**config.mk**
```make
export PLATFORM = sky130hd
export DESIGN_NAME = fpcalc_seq
export DESIGN_NICKNAME = d
export VERILOG_FILES = /design/src/rtl/fpcalc_pkg.sv /design/src/rtl/fpcalc_regfile.sv /design/src/rtl/fpcalc_blink.sv /design/src/rtl/fpcalc_ctrl.sv /design/src/rtl/fpcalc_seq.sv
export SDC_FILE = /design/constraint.sdc
export NUM_CORES = 1
export LEC_CHECK = 0
export BUFFER_PORTS_ARGS = -buffer_cell sky130_fd_sc_hd__buf_4
export CORE_MARGIN = 2
export CORE_UTILIZATION = 45
export DETAILED_ROUTE_END_ITERATION = 8
export PLACE_DENSITY = 0.74
export SKIP_CTS_REPAIR_TIMING = 1
export SYNTH_ARGS = -nofsm -noshare
export SYNTH_HDL_FRONTEND = slang
export SYNTH_SLANG_ARGS = --single-unit
```
**constraint.sdc**
```tcl
create_clock -name clk -period 2.53 [get_ports clk]
set_input_delay 0.1265 -clock clk [delete_from_list [all_inputs] [get_ports clk]]
set_output_delay 0.1265 -clock clk [all_outputs]
set_load 0.05 [all_outputs]
```
**src/rtl/fpcalc_pkg.sv**
```systemverilog
package fpcalc_pkg;
  localparam int INSTR_W = 16;
  localparam int DATA_W  = 32;
  localparam int RADDR_W = 3;
  localparam int N_ARITH = 4;

  localparam logic [3:0] OP_HALT = 4'd0;
  localparam logic [3:0] OP_ADD  = 4'd1;
  localparam logic [3:0] OP_DIV  = 4'd4;
  localparam logic [3:0] OP_MOVE = 4'd5;

  typedef enum logic [3:0] {
    ST_FETCH, ST_IMM_HI, ST_IMM_LO, ST_DEC1, ST_DEC2, ST_READ,
    ST_EXEC, ST_WB1, ST_WB2, ST_WRITE, ST_HALT, ST_ERR
  } seq_state_e;
endpackage

```
**src/rtl/fpcalc_regfile.sv**
```systemverilog
module fpcalc_regfile #(
  parameter int DATA_W = 32,
  parameter int ADDR_W = 3
) (
  input  logic              clk,
  input  logic              rst_n,
  input  logic              we,
  input  logic [ADDR_W-1:0] waddr,
  input  logic [DATA_W-1:0] wdata,
  input  logic [ADDR_W-1:0] raddr_a,
  input  logic [ADDR_W-1:0] raddr_b,
  input  logic [ADDR_W-1:0] raddr_c,
  output logic [DATA_W-1:0] rdata_a,
  output logic [DATA_W-1:0] rdata_b,
  output logic [DATA_W-1:0] rdata_c
);
  localparam int DEPTH = 1 << ADDR_W;

  logic [DATA_W-1:0] mem_q [DEPTH];

  for (genvar i = 0; i < DEPTH; i++) begin : g_ent
    logic ent_en;
    assign ent_en = we && (waddr == ADDR_W'(i));
    always_ff @(posedge clk or negedge rst_n) begin
      if (!rst_n)      mem_q[i] <= '0;
      else if (ent_en) mem_q[i] <= wdata;
    end
  end

  assign rdata_a = mem_q[raddr_a];
  assign rdata_b = mem_q[raddr_b];
  assign rdata_c = mem_q[raddr_c];
endmodule

```
**src/rtl/fpcalc_blink.sv**
```systemverilog
module fpcalc_blink #(
  parameter int CYC = 25_000_000
) (
  input  logic clk,
  input  logic rst_n,
  input  logic en,
  output logic led
);
  localparam int CW = (CYC > 1) ? $clog2(CYC) : 1;
  localparam logic [CW-1:0] LAST = CW'(CYC - 1);

  logic [CW-1:0] cnt_q, cnt_d;
  logic          led_q, led_d;

  always_comb begin
    cnt_d = cnt_q;
    led_d = led_q;
    if (!en) begin
      cnt_d = '0;
      led_d = 1'b0;
    end else if (cnt_q == LAST) begin
      cnt_d = '0;
      led_d = ~led_q;
    end else begin
      cnt_d = cnt_q + CW'(1);
    end
  end

  always_ff @(posedge clk or negedge rst_n) begin
    if (!rst_n) begin
      cnt_q <= '0;
      led_q <= 1'b0;
    end else begin
      cnt_q <= cnt_d;
      led_q <= led_d;
    end
  end

  assign led = led_q;
endmodule

```
**src/rtl/fpcalc_ctrl.sv**
```systemverilog
module fpcalc_ctrl
  import fpcalc_pkg::*;
#(
  parameter int PC_W = 8
) (
  input  logic                clk,
  input  logic                rst_n,
  output logic [PC_W-1:0]     imem_addr,
  input  logic [INSTR_W-1:0]  imem_data,
  input  logic                fpu_done,
  input  logic                fpu_exc,
  input  logic [DATA_W-1:0]   fpu_result,
  input  logic [DATA_W-1:0]   rf_rdata_a,
  input  logic [DATA_W-1:0]   rf_rdata_b,
  output logic [RADDR_W-1:0]  rf_raddr_a,
  output logic [RADDR_W-1:0]  rf_raddr_b,
  output logic                rf_we,
  output logic [RADDR_W-1:0]  rf_waddr,
  output logic [DATA_W-1:0]   rf_wdata,
  output logic [DATA_W-1:0]   op_a,
  output logic [DATA_W-1:0]   op_b,
  output logic [N_ARITH-1:0]  start,
  output logic                halted,
  output logic                err
);
  localparam int HALF_W = DATA_W / 2;

  seq_state_e          state_q, state_d;
  logic [PC_W-1:0]     pc_q, pc_d;
  logic [3:0]          op_q;
  logic [RADDR_W-1:0]  dst_q, s1_q, s2_q;
  logic [DATA_W-1:0]   imm_q, res_q, opa_q, opb_q;
  logic [N_ARITH-1:0]  start_q, start_d;
  logic                ir_en, immh_en, imml_en, opnd_en, res_en;
  logic [3:0]          f_op;
  logic                f_arith_ok, f_move_ok;

  assign f_op       = imem_data[15:12];
  assign f_arith_ok = (f_op >= OP_ADD) && (f_op <= OP_DIV) && (imem_data[2:0] == 3'b000);
  assign f_move_ok  = (f_op == OP_MOVE) && (imem_data[8:0] == 9'd0);

  always_comb begin
    state_d = state_q;
    pc_d    = pc_q;
    ir_en   = 1'b0;
    immh_en = 1'b0;
    imml_en = 1'b0;
    opnd_en = 1'b0;
    res_en  = 1'b0;
    rf_we   = 1'b0;
    start_d = '0;
    unique case (state_q)
      ST_FETCH: begin
        ir_en = 1'b1;
        if (imem_data == '0) begin
          state_d = ST_HALT;
        end else if (f_move_ok) begin
          state_d = ST_IMM_HI;
          pc_d    = pc_q + PC_W'(1);
        end else if (f_arith_ok) begin
          state_d = ST_DEC1;
          pc_d    = pc_q + PC_W'(1);
        end else begin
          state_d = ST_ERR;
        end
      end
      ST_IMM_HI: begin
        immh_en = 1'b1;
        pc_d    = pc_q + PC_W'(1);
        state_d = ST_IMM_LO;
      end
      ST_IMM_LO: begin
        imml_en = 1'b1;
        pc_d    = pc_q + PC_W'(1);
        state_d = ST_WB1;
      end
      ST_DEC1: state_d = ST_DEC2;
      ST_DEC2: state_d = ST_READ;
      ST_READ: begin
        opnd_en = 1'b1;
        for (int k = 0; k < N_ARITH; k++) start_d[k] = (op_q == 4'(k + 1));
        state_d = ST_EXEC;
      end
      ST_EXEC: begin
        if (fpu_exc) begin
          state_d = ST_ERR;
        end else if (fpu_done) begin
          res_en  = 1'b1;
          state_d = ST_WB1;
        end
      end
      ST_WB1: state_d = ST_WB2;
      ST_WB2: state_d = ST_WRITE;
      ST_WRITE: begin
        rf_we   = 1'b1;
        state_d = ST_FETCH;
      end
      default: state_d = state_q;
    endcase
  end

  always_ff @(posedge clk or negedge rst_n) begin
    if (!rst_n) begin
      state_q <= ST_FETCH;
      pc_q    <= '0;
      start_q <= '0;
    end else begin
      state_q <= state_d;
      pc_q    <= pc_d;
      start_q <= start_d;
    end
  end

  always_ff @(posedge clk or negedge rst_n) begin
    if (!rst_n) begin
      op_q  <= '0;
      dst_q <= '0;
      s1_q  <= '0;
      s2_q  <= '0;
    end else if (ir_en) begin
      op_q  <= f_op;
      dst_q <= imem_data[11:9];
      s1_q  <= imem_data[8:6];
      s2_q  <= imem_data[5:3];
    end
  end

  always_ff @(posedge clk or negedge rst_n) begin
    if (!rst_n) begin
      imm_q <= '0;
    end else if (immh_en) begin
      imm_q[DATA_W-1:HALF_W] <= imem_data[HALF_W-1:0];
    end else if (imml_en) begin
      imm_q[HALF_W-1:0] <= imem_data[HALF_W-1:0];
    end
  end

  always_ff @(posedge clk or negedge rst_n) begin
    if (!rst_n) begin
      opa_q <= '0;
      opb_q <= '0;
    end else if (opnd_en) begin
      opa_q <= rf_rdata_a;
      opb_q <= rf_rdata_b;
    end
  end

  always_ff @(posedge clk or negedge rst_n) begin
    if (!rst_n)      res_q <= '0;
    else if (res_en) res_q <= fpu_result;
  end

  assign imem_addr  = pc_q;
  assign rf_raddr_a = s1_q;
  assign rf_raddr_b = s2_q;
  assign rf_waddr   = dst_q;
  assign rf_wdata   = (op_q == OP_MOVE) ? imm_q : res_q;
  assign op_a       = opa_q;
  assign op_b       = opb_q;
  assign start      = start_q;
  assign halted     = (state_q == ST_HALT);
  assign err        = (state_q == ST_ERR);
endmodule

```
**src/rtl/fpcalc_seq.sv**
```systemverilog
module fpcalc_seq
  import fpcalc_pkg::*;
#(
  parameter int PC_W      = 8,
  parameter int BLINK_CYC = 25_000_000
) (
  input  logic              clk,
  input  logic              rst_n,
  output logic [PC_W-1:0]   imem_addr,
  input  logic [15:0]       imem_data,
  output logic              fpu_start_add,
  output logic              fpu_start_sub,
  output logic              fpu_start_mul,
  output logic              fpu_start_div,
  output logic [31:0]       fpu_op_a,
  output logic [31:0]       fpu_op_b,
  input  logic [31:0]       fpu_result,
  input  logic              fpu_done,
  input  logic              fpu_exc,
  output logic              halted,
  output logic              err,
  output logic              err_led,
  input  logic [2:0]        dbg_addr,
  output logic [31:0]       dbg_data
);
  logic [RADDR_W-1:0] raddr_a, raddr_b, waddr;
  logic [DATA_W-1:0]  rdata_a, rdata_b, rdata_c, wdata;
  logic               we;
  logic [N_ARITH-1:0] start;

  fpcalc_ctrl #(.PC_W(PC_W)) u_ctrl (
    .clk        (clk),
    .rst_n      (rst_n),
    .imem_addr  (imem_addr),
    .imem_data  (imem_data),
    .fpu_done   (fpu_done),
    .fpu_exc    (fpu_exc),
    .fpu_result (fpu_result),
    .rf_rdata_a (rdata_a),
    .rf_rdata_b (rdata_b),
    .rf_raddr_a (raddr_a),
    .rf_raddr_b (raddr_b),
    .rf_we      (we),
    .rf_waddr   (waddr),
    .rf_wdata   (wdata),
    .op_a       (fpu_op_a),
    .op_b       (fpu_op_b),
    .start      (start),
    .halted     (halted),
    .err        (err)
  );

  fpcalc_regfile #(.DATA_W(DATA_W), .ADDR_W(RADDR_W)) u_rf (
    .clk     (clk),
    .rst_n   (rst_n),
    .we      (we),
    .waddr   (waddr),
    .wdata   (wdata),
    .raddr_a (raddr_a),
    .raddr_b (raddr_b),
    .raddr_c (dbg_addr),
    .rdata_a (rdata_a),
    .rdata_b (rdata_b),
    .rdata_c (rdata_c)
  );

  fpcalc_blink #(.CYC(BLINK_CYC)) u_blink (
    .clk   (clk),
    .rst_n (rst_n),
    .en    (err),
    .led   (err_led)
  );

  assign fpu_start_add = start[0];
  assign fpu_start_sub = start[1];
  assign fpu_start_mul = start[2];
  assign fpu_start_div = start[3];
  assign dbg_data      = (halted || err) ? rdata_c : '0;
endmodule

```
==> run_results.csv <==
group,metric,value,unit
detailed_routing,routed_vias_inst,5.926,
sta,final-max-slew-violation-count,0,
sta,fin_setup_tns,0,ns
yosys,synth_ff_type,"sky130_fd_sc_hd__dfrtp_1",
cells_and_area,layout.area.seq,0.01100,mm^2
yosys,yosys-top-cells-area,"sky130_fd_sc_hd__dfrtp_1 49%, sky130_fd_sc_hd__mux4_2 19%, sky130_fd_sc_hd__mux2i_1 5.7%",
die,dieWidth,226.5,um
global_route,globalRouteTotalUtil,0.2463,
clock_tree,clk_transition_reported_paths,0.06,ns
yosys,syn-num-nets,1912,
pwr,max-vdd-ir-drop,521.5,uV
yosys,synth.cell_area,0.02228,mm^2
global_route,gr-max-usage-layer,"met2",
yosys,synth-seq-area-share,0.4930,
sta,relSlewSlack,0.4594,
clock_tree,worst_skew_pair.late_latency,0.60,ns
worst_setup_path,crit_path_max_fanout,20,
detailed_routing,wire_per_inst,22.54,um
yosys,synth_warnings,0,
die,floorplan.die.height,226.5,um
pwr,intPower,14820,uW
place,port_buffer_count,165,
sta,finalHoldViolCount,0,
pwr,p_leak,0.01192,uW
global_route,first_global_vias,16690,
cells_and_area,final_layout_size_suffix_gt1_frac,0.2958,
die,num_io_pins,166,
detailed_routing,post-route-drc-count,0,
sta,achievable-frequency,436.9,MHz
pwr,power_density,792.1,mW/mm^2
sta,tightest_slew,0.8109,ns
pwr,switching_share,0.3069,
worst_setup_path,worst-endpoint-required,2.40,ns
yosys,synth_area_per_cell,12.01,um^2
pwr,total_net_switching_power,6561,uW
global_route,groute.layer.met2.usage,0.3982,
pwr,total_power,21380,uW
detailed_routing,detailedRoute.firstPassIterationCount,5,
die,core_area,0.04895,mm^2
worst_setup_path,critical_path.endpoint_type,"primary output",
die,die-area,0.05131,mm^2
yosys,post_synth_most_frequent_cells,"439 x sky130_fd_sc_hd__dfrtp_1, 207 x sky130_fd_sc_hd__nand2_1, 206 x sky130_fd_sc_hd__nor2_1, 193 x sky130_fd_sc_hd__o21ai_0, 192 x sky130_fd_sc_hd__mux4_2",
die,initial_core_util,0.4552,
min_path,hold_class,"in -> async",
yosys,fraction_of_synthesized_cell_area_taken_by_the_top_area_cell_type,0.4930,
detailed_routing,routed-via-count,16420,
yosys,synth.most_common_cell,"sky130_fd_sc_hd__dfrtp_1",
cells_and_area,layout_net_count,2128,
sta,min_period,2.289,ns
pwr,clkPwrFrac,0.343,
clock_tree,clock-root-buffer,"sky130_fd_sc_hd__clkbuf_16",
place,gp_routability_congestion,0.8270,
sta,grt_setup_unrepaired,"no",
yosys,synth-edff-count,0,
place,dp.final_hpwl,40880,um
global_route,grt_start_max_net_pins,80,
sta,maximum_clock_skew_at_final_layout,0.02731,ns
detailed_routing,initialDrtViolationCount,1506,
global_route,grtUsageMet3,0.05818,
clock_tree,clock_sink_count,439,
global_route,grt_antenna_before_repair,1,
global_route,met1_layer_usage_reported_by_global_route,0.3264,
worst_setup_path,worst_ep_arrival_time,2.16,ns
clock_tree,tritoncts,"done",
sta,post-route-period-util,0.9047,
status,run_status,"completed",
clock_tree,cts_max_level,2,
yosys,netlist.top_cell.by_area,"sky130_fd_sc_hd__dfrtp_1",
global_route,grt_pass1_wl,95700,um
clock_tree,tritoncts.num_buffers,47,
die,core.rowCount,81,
yosys,post_synth_inst_count,1855,
yosys,async_reset_ff_frac,1.000,
detailed_routing,totalWireLength,62450,um
clock_tree,clock_tree.buffer_depth,3,
pwr,seq_power_share,0.426,
global_route,overflow,0,
cells_and_area,fin_util,0.5514,
cells_and_area,syn_to_final_growth,21.14,%
detailed_routing,route.antenna.remaining_nets,0,
yosys,synth_seq_cells,439,
pwr,power_frac_comb,0.230,
cells_and_area,fillers,3965,
sta,timing.final.setup_violations,0,
yosys,yosysUniqueCellTypes,46,
cells_and_area,area_of_combinational_cells_with_multiple_inputs,0.01065,mm^2
flow_run,max_cap_viol_count,0,
worst_setup_path,startpoint_type,"flop",
worst_setup_path,criticalPathCategory,"reg -> out",
[cell usage in the layout, fill, tap and decap left out, types with 3 or more instances in the layout]
| cell type | n |
|---|---|
| sky130_fd_sc_hd__clkbuf_16 | 48 |
| sky130_fd_sc_hd__nand2_1 | 205 |
| sky130_fd_sc_hd__mux4_2 | 192 |
| sky130_fd_sc_hd__clkinv_2 | 8 |
| sky130_fd_sc_hd__mux2_2 | 78 |
| sky130_fd_sc_hd__nor2b_1 | 5 |
| sky130_fd_sc_hd__and3_1 | 8 |
| sky130_fd_sc_hd__nor2_1 | 205 |
| sky130_fd_sc_hd__nor4_1 | 11 |
| sky130_fd_sc_hd__dfrtp_2 | 4 |
| sky130_fd_sc_hd__nand4_1 | 10 |
| sky130_fd_sc_hd__xor2_1 | 20 |
| sky130_fd_sc_hd__nand2b_1 | 6 |
| sky130_fd_sc_hd__clkbuf_8 | 8 |
| sky130_fd_sc_hd__buf_12 | 31 |
| sky130_fd_sc_hd__a21oi_1 | 132 |
| sky130_fd_sc_hd__nor3_2 | 3 |
| sky130_fd_sc_hd__mux2i_1 | 128 |
| sky130_fd_sc_hd__clkbuf_1 | 8 |
| sky130_fd_sc_hd__dfrtp_1 | 433 |
| sky130_fd_sc_hd__nor3_1 | 13 |
| sky130_fd_sc_hd__bufinv_16 | 7 |
| sky130_fd_sc_hd__xnor2_1 | 11 |
| sky130_fd_sc_hd__o21ai_0 | 193 |
| sky130_fd_sc_hd__dlygate4sd3_1 | 52 |
| sky130_fd_sc_hd__nand3_1 | 15 |
| sky130_fd_sc_hd__inv_1 | 5 |
| sky130_fd_sc_hd__buf_4 | 226 |
[registers in the layout, summed over array words and instances, names as in the netlist, 8 cells and up]
signal and count:
u_ctrl.op_a 32, u_ctrl.res_q 32, u_rf.mem_q 256, u_blink.cnt_q 25
u_ctrl.imem_addr 8, u_ctrl.imm_q 32, u_ctrl.op_b 32
[stage by stage]
stage / instances / setup WS (ns) / instance area [um^2] / hold WS (ns)
global placement: 2634 / 0.4097 / 24830 / 0.1617
finish: 2771 / 0.2412 / 26990 / 0.1368
floorplan: 1855 / 0.5168 / 22280 / -0.1691
detailed placement: 2634 / 0.3205 / 24830 / 0.1585
CTS: 2718 / 0.2010 / 26470 / -0.4584
global route: 2770 / 0.07764 / 26990 / 0.1854
[cells by family (layout without fill, tap and decap cells)]
kind of cell | Yosys count | in the layout | share of synthesized area
AOI/OAI and AO/OA | 338 | 338 | 0.07755
muxes | 398 | 398 | 0.2910
and+or+nand+nor | 499 | 499 | 0.09422
other | 0 | 1 | 0
adders and majority gates | 2 | 2 | 0.001123
xor gates and xnor gates | 31 | 31 | 0.01218
buffers and inverters | 148 | 399 | 0.03094
DFF | 439 | 439 | 0.4930
[final cells by class]
type                       instances  area share
tap                              664     0.03078
timing repair buffer             310      0.1057
inverter                           5   0.0006953
sequential                       439      0.4075
multi-input combinational       1268      0.3945
antenna                            1  0.00009271
clock inverter                    20     0.01113
clock buffer                      64     0.04969
[worst paths after layout]
check | start | end | slack [ns] | cells past startpoint
worst max-delay path | u_ctrl.state_q[3]$_DFFE_PN0P_ | dbg_data[2] | 0.24 | 5
worst min-delay path | rst_n | u_rf.mem_q[103]$_DFFE_PN0P_ | 0.14 | 2
worst max register to register | u_ctrl.state_q[0]$_DFFE_PN0P_ | u_rf.mem_q[76]$_DFFE_PN0P_ | 0.30 | 6
worst min register to register | u_ctrl.imem_addr[7]$_DFFE_PN0P_ | u_ctrl.imem_addr[7]$_DFFE_PN0P_ | 0.48 | 1
max in group asynchronous | rst_n | u_ctrl.op_q[2]$_DFFE_PN0N_ | 1.43 | 4
min in group clk | fpu_result[31] | u_ctrl.res_q[31]$_DFFE_PN0P_ | 0.30 | 3
[per-layer routing]
layer | wire length (um) | vias up | part of all wire
met2 | 30570 | 752 | 0.49
met3 | 5264 | 122 | 0.084
met5 | 0 | - | 0
li1 | - | 7205 | -
met4 | 1787 | 0 | 0.029
met1 | 24830 | 8343 | 0.40
[critical path: stages (launching register included)]
cell and delay, ns:
sky130_fd_sc_hd__dfrtp_1 0.44, sky130_fd_sc_hd__nor2b_1 0.18, sky130_fd_sc_hd__nand2_1 0.10, sky130_fd_sc_hd__buf_4 0.26
sky130_fd_sc_hd__nor2_1 0.31, sky130_fd_sc_hd__buf_4 0.26
[power groups by stage]
stage	clock (uW)	sequential (uW)	combinational (uW)
after floorplan	0	8830	3480
after CTS	7430	9080	4870
final	7340	9110	4930
after global routing	7720	9240	5310
after detailed placement	0	9170	4840
after global placement	0	9040	4700
(Power assumes the default switching activity.)
